--- src/rtl/hzd_pkg.sv ---
package hzd_pkg;
  typedef enum logic [1:0] {
    FWD_RF  = 2'b00,
    FWD_WB  = 2'b01,
    FWD_MEM = 2'b10
  } fwd_sel_e;

  // Priority pick: the younger (memory-stage) result wins over writeback.
  function automatic fwd_sel_e pick_fwd(input logic mem_hit, input logic wb_hit);
    if (mem_hit)     return FWD_MEM;
    else if (wb_hit) return FWD_WB;
    else             return FWD_RF;
  endfunction
endpackage

--- src/rtl/fwd_select.sv ---
module fwd_select
  import hzd_pkg::*;
#(
  parameter int unsigned AW = 5
) (
  input  logic          clk,
  input  logic          rst_n,
  input  logic [AW-1:0] src,
  input  logic          mem_wr,
  input  logic [AW-1:0] mem_rd,
  input  logic          wb_wr,
  input  logic [AW-1:0] wb_rd,
  output fwd_sel_e      sel
);
  localparam logic [AW-1:0] ZERO_REG = '0;

  logic mem_hit;
  logic wb_hit;

  assign mem_hit = mem_wr && (mem_rd != ZERO_REG) && (mem_rd == src);
  assign wb_hit  = wb_wr  && (wb_rd  != ZERO_REG) && (wb_rd  == src);
  assign sel     = pick_fwd(mem_hit, wb_hit);

  // newer result has priority
  p_mem_priority_r3: assert property (@(posedge clk) disable iff (!rst_n)
    (mem_hit && wb_hit) |-> (sel == FWD_MEM));

  // register 0 is never bypassed
  p_zero_no_fwd_r4: assert property (@(posedge clk) disable iff (!rst_n)
    (src == ZERO_REG) |-> (sel == FWD_RF));

  // unused code never appears
  p_legal_code_r4: assert property (@(posedge clk) disable iff (!rst_n)
    sel != fwd_sel_e'(2'b11));

  // memory bypass only with a writing memory stage
  p_mem_needs_wr_r1: assert property (@(posedge clk) disable iff (!rst_n)
    (sel == FWD_MEM) |-> (mem_wr && mem_rd == src));
endmodule

--- src/rtl/load_use_detect.sv ---
module load_use_detect #(
  parameter int unsigned AW = 5
) (
  input  logic          clk,
  input  logic          rst_n,
  input  logic [AW-1:0] id_rs,
  input  logic [AW-1:0] id_rt,
  input  logic          ex_memread,
  input  logic          ex_regwrite,
  input  logic [AW-1:0] ex_rd,
  output logic          hazard
);
  localparam logic [AW-1:0] ZERO_REG = '0;

  logic is_load;
  logic rs_dep;
  logic rt_dep;

  assign is_load = ex_memread && ex_regwrite && (ex_rd != ZERO_REG);
  assign rs_dep  = (ex_rd == id_rs);
  assign rt_dep  = (ex_rd == id_rt);
  assign hazard  = is_load && (rs_dep || rt_dep);

  // no stall without a memory read in execute
  p_stall_needs_load_r7: assert property (@(posedge clk) disable iff (!rst_n)
    hazard |-> ex_memread);

  // a register-0 load never stalls
  p_zero_load_free_r7: assert property (@(posedge clk) disable iff (!rst_n)
    (ex_rd == ZERO_REG) |-> !hazard);
endmodule

--- src/rtl/stall_ctrl.sv ---
module stall_ctrl (
  input  logic clk,
  input  logic rst_n,
  input  logic hazard,
  output logic pc_we,
  output logic ifid_we,
  output logic idex_bubble
);
  assign pc_we       = !hazard;
  assign ifid_we     = !hazard;
  assign idex_bubble = hazard;

  // freeze and bubble always travel together
  p_freeze_pair_r5: assert property (@(posedge clk) disable iff (!rst_n)
    idex_bubble |-> (!pc_we && !ifid_we));

  // front end advances whenever no bubble is injected
  p_advance_r6: assert property (@(posedge clk) disable iff (!rst_n)
    !idex_bubble |-> (pc_we && ifid_we));
endmodule

--- src/rtl/hazard_fwd_unit.sv ---
module hazard_fwd_unit
  import hzd_pkg::*;
#(
  parameter int unsigned AW    = 5,
  parameter int unsigned N_SRC = 2
) (
  input  logic          clk,
  input  logic          rst_n,
  input  logic [AW-1:0] id_rs,
  input  logic [AW-1:0] id_rt,
  input  logic [AW-1:0] ex_rs,
  input  logic [AW-1:0] ex_rt,
  input  logic [AW-1:0] ex_rd,
  input  logic          ex_memread,
  input  logic          ex_regwrite,
  input  logic [AW-1:0] mem_rd,
  input  logic          mem_regwrite,
  input  logic [AW-1:0] wb_rd,
  input  logic          wb_regwrite,
  output logic [1:0]    fwd_a,
  output logic [1:0]    fwd_b,
  output logic          pc_we,
  output logic          ifid_we,
  output logic          idex_bubble
);
  logic [AW-1:0] ex_src [N_SRC];
  fwd_sel_e      sel    [N_SRC];
  logic          lu_hazard;

  assign ex_src[0] = ex_rs;
  assign ex_src[1] = ex_rt;

  // one independent selector per execute source operand
  for (genvar g = 0; g < N_SRC; g++) begin : g_src
    fwd_select #(.AW(AW)) i_fwd (
      .clk    (clk),
      .rst_n  (rst_n),
      .src    (ex_src[g]),
      .mem_wr (mem_regwrite),
      .mem_rd (mem_rd),
      .wb_wr  (wb_regwrite),
      .wb_rd  (wb_rd),
      .sel    (sel[g])
    );
  end

  assign fwd_a = sel[0];
  assign fwd_b = sel[1];

  load_use_detect #(.AW(AW)) i_lud (
    .clk         (clk),
    .rst_n       (rst_n),
    .id_rs       (id_rs),
    .id_rt       (id_rt),
    .ex_memread  (ex_memread),
    .ex_regwrite (ex_regwrite),
    .ex_rd       (ex_rd),
    .hazard      (lu_hazard)
  );

  stall_ctrl i_stall (
    .clk         (clk),
    .rst_n       (rst_n),
    .hazard      (lu_hazard),
    .pc_we       (pc_we),
    .ifid_we     (ifid_we),
    .idex_bubble (idex_bubble)
  );

  // a writeback destination alone never stalls
  p_wb_no_stall_r9: assert property (@(posedge clk) disable iff (!rst_n)
    (!ex_memread) |-> (pc_we && !idex_bubble));
endmodule

--- config.mk ---
export PLATFORM = sky130hd
export DESIGN_NAME = hazard_fwd_unit
export DESIGN_NICKNAME = d
export VERILOG_FILES = /design/src/rtl/hzd_pkg.sv /design/src/rtl/fwd_select.sv /design/src/rtl/load_use_detect.sv /design/src/rtl/stall_ctrl.sv /design/src/rtl/hazard_fwd_unit.sv
export SDC_FILE = /design/constraint.sdc
export NUM_CORES = 1
export LEC_CHECK = 0
export ABC_AREA = 0
export BUFFER_PORTS_ARGS = -buffer_cell sky130_fd_sc_hd__buf_4
export CAP_MARGIN = 20
export CORE_AREA = 2 2 39 41
export DETAILED_ROUTE_END_ITERATION = 6
export DIE_AREA = 0 0 41 43
export PLACE_DENSITY = 0.77
export SLEW_MARGIN = 15
export SYNTH_ARGS = -nofsm -noshare
export SYNTH_HDL_FRONTEND = slang
export SYNTH_SLANG_ARGS = --single-unit
export TNS_END_PERCENT = 20
--- constraint.sdc ---
create_clock -name vclk -period 3.61
set_input_delay 0.361 -clock vclk [all_inputs]
set_output_delay 0.361 -clock vclk [all_outputs]
set_load 0.005 [all_outputs]
==> flow_summary.yaml <==
route:
  detail_route.drc_violations: 0
  post_drt_wl_per_cell_um: 12.05
  num_vias: 535
  viasPerCell: 4.777
  final_antenna_net_count: 0
  first_iter_violations: 3
  first_pass_iters: 3
  routed_wl_um: 1350
worst_setup_path:
  endpoint_kind: "output pin"
  cpMaxStageDelayCell: "or4_1"
  critPathMaxStageDelay_ns: 0.52
  crit_path_frequent_cell: "buf_4"
  crit_family: "simple AND/OR/NAND/NOR gates"
  cp_num_buf_inv: 2
  arrival_ns: 1.71
  critPathMaxFanout: 3
  worstSetupStartpointType: "primary input"
  criticalPathCategory: "in2out"
  crit_chain: "buf_4 -> or4_1 -> o21ai_1 -> nor4_1 -> nor4_2 -> buf_4"
  cp.required_ns: 3.25
job:
  maxCapViolations: 0
global_route:
  antenna_found_initial: 0
  grt_pass1_vias: 506
  use_met3_pct: 0
  grtUsageTotal_pct: 15.78
  grtUsageMet1_pct: 19.94
  overflow: 0
  busiest_layer: "met2"
  grt_pass1_wl_um: 2070
  grt_start_max_net_pins: 5
  met2_usage_pct: 29.69
timing:
  finalWorstSetupSlack_ns: 1.537
  finalCritPeriodShare_pct: 57.42
  timing.fmax_mhz: 482.4
  slew_headroom_pct: 67.77
  rsz0062_at_grt: "no"
  slew_violations: 0
  period_minus_slack_ns: 2.073
  hold_viol_final: 0
  setup_tns_ns: 0
  setup_viol: 0
  worstMarginPinSlew_ns: 0.4790
cells_and_area:
  n_antenna_cell: 0
  final_cell_mix: "buf_4, xnor2_1, xor2_1"
  final_net_count: 139
  synthToLayoutAreaGrowth_pct: 80.83
  nClkBuffers: 0
  design.seq.count: 0
  regArea_um2: 0
  stdcell_count: 112
  stdcell_area_um2: 767.0
  final_common_cell: "buf_4"
  final_core_util_pct: 55.43
  layout-drive-gt1-share_pct: 50.00
placed_design:
  place_area_um2: 767.0
  pre_cts_slack_ns: 1.527
  io_buffers: 46
  dp.cells: 112
  place.gp.congestion: 0.7709
synthesis:
  yosysSeqAreaShare_pct: 0
  synth_fp_nets: 94
  synth_cells: 53
  synth_area_per_cell_um2: 8.003
  yosysWarningCount: 0
  yosys-top-cells-area: "xnor2_1, xor2_1, or4_1"
  synth_largest_area_cell: "xnor2_1"
  yosysUniqueCellTypes: 12
  syn_area_um2: 424.2
  yosys.area.top_type_share_pct: 33.04
hold_path:
  hp-class: "in2out"
  hold_start: "ex_memread"
  holdPathStages: 3
  min_to: "pc_we"
floorplan:
  design.core.area_mm2: 0.001384
  dieHeight_um: 43
  rows: 14
  dieArea_mm2: 0.001763
  initial_core_util_pct: 30.65
  die-width_um: 41
  io_pins: 48
power_and_ir_drop:
  leakage_nw: 0.3375
  ir_worst_vdd_v: 0.00004187
  powerDensity_mw_per_mm2: 107.6
cts:
  cts-resized-gates: 0
  post_cts_buffers: 0
  cts_hold_buf: 0
outcome:
  outcome: "finished, final reports clean"
==> worst min-delay path, stage by stage <==
cell and delay [ns]:
buf_4 0.11, o2111ai_1 0.09, buf_4 0.12
==> cells in the mapped netlist <==
cell type and number:
xnor2_1 16, xor2_1 14, or4_1 5, nand3_1 4, buf_4 3, nand2_1 2, nor4_1 2, nor4_2 2
o21ai_1 2, o2111a_1 1, o2111ai_1 1, o22ai_1 1
==> worst max-delay path by stage <==
stage	cells after the start	end	slack (ns)	from
3_3_place_gp	6	fwd_a[0]	1.56	mem_rd[1]
2_1_floorplan	4	fwd_a[0]	1.85	mem_rd[1]
6_report	6	fwd_a[0]	1.54	mem_rd[1]
3_5_place_dp	6	fwd_b[0]	1.53	mem_rd[1]
5_1_grt	6	fwd_b[0]	1.45	mem_rd[1]
4_1_cts	6	fwd_a[0]	1.53	mem_rd[1]
==> routing by layer <==
layer	wire (um)	share of wire [%]
met2	788	58
met5	0	0
met4	0	0
met3	21	1.6
met1	540	40
==> stage by stage <==
stage	total power [mW]	hold WS, ns
finish	0.08249	1.046
global route	0.08948	1.076
CTS	0.08307	1.053
detailed placement	0.08282	1.049
global placement	0.08062	1.036
floorplan	0.03361	0.8062
==> cell families (layout without fill, tap and decap cells) <==
group           count (synthesis)  after routing  share of synthesized area, %
simple gates                   15             15                         24.19
buf+inv                         3             46                         5.309
compound gates                  5              5                         8.556
xor+xnor                       30             30                         61.95
==> power by group <==
group / leakage, nW / total [mW] / switching (mW) / internal [mW]
Sequential: 0 / 0 / 0 / 0
Clock: 0 / 0 / 0 / 0
Combinational: 0.338 / 0.0825 / 0.0319 / 0.0506
==> layout make-up <==
type / instances / area [um2]
Timing Repair Buffer: 46 / 345.3
Multi-Input combinational cell: 50 / 401.6
Tap cell: 16 / 20.02
Fill cell: 136 / 616.8
Note: power is estimated with default switching activity, not from simulation.
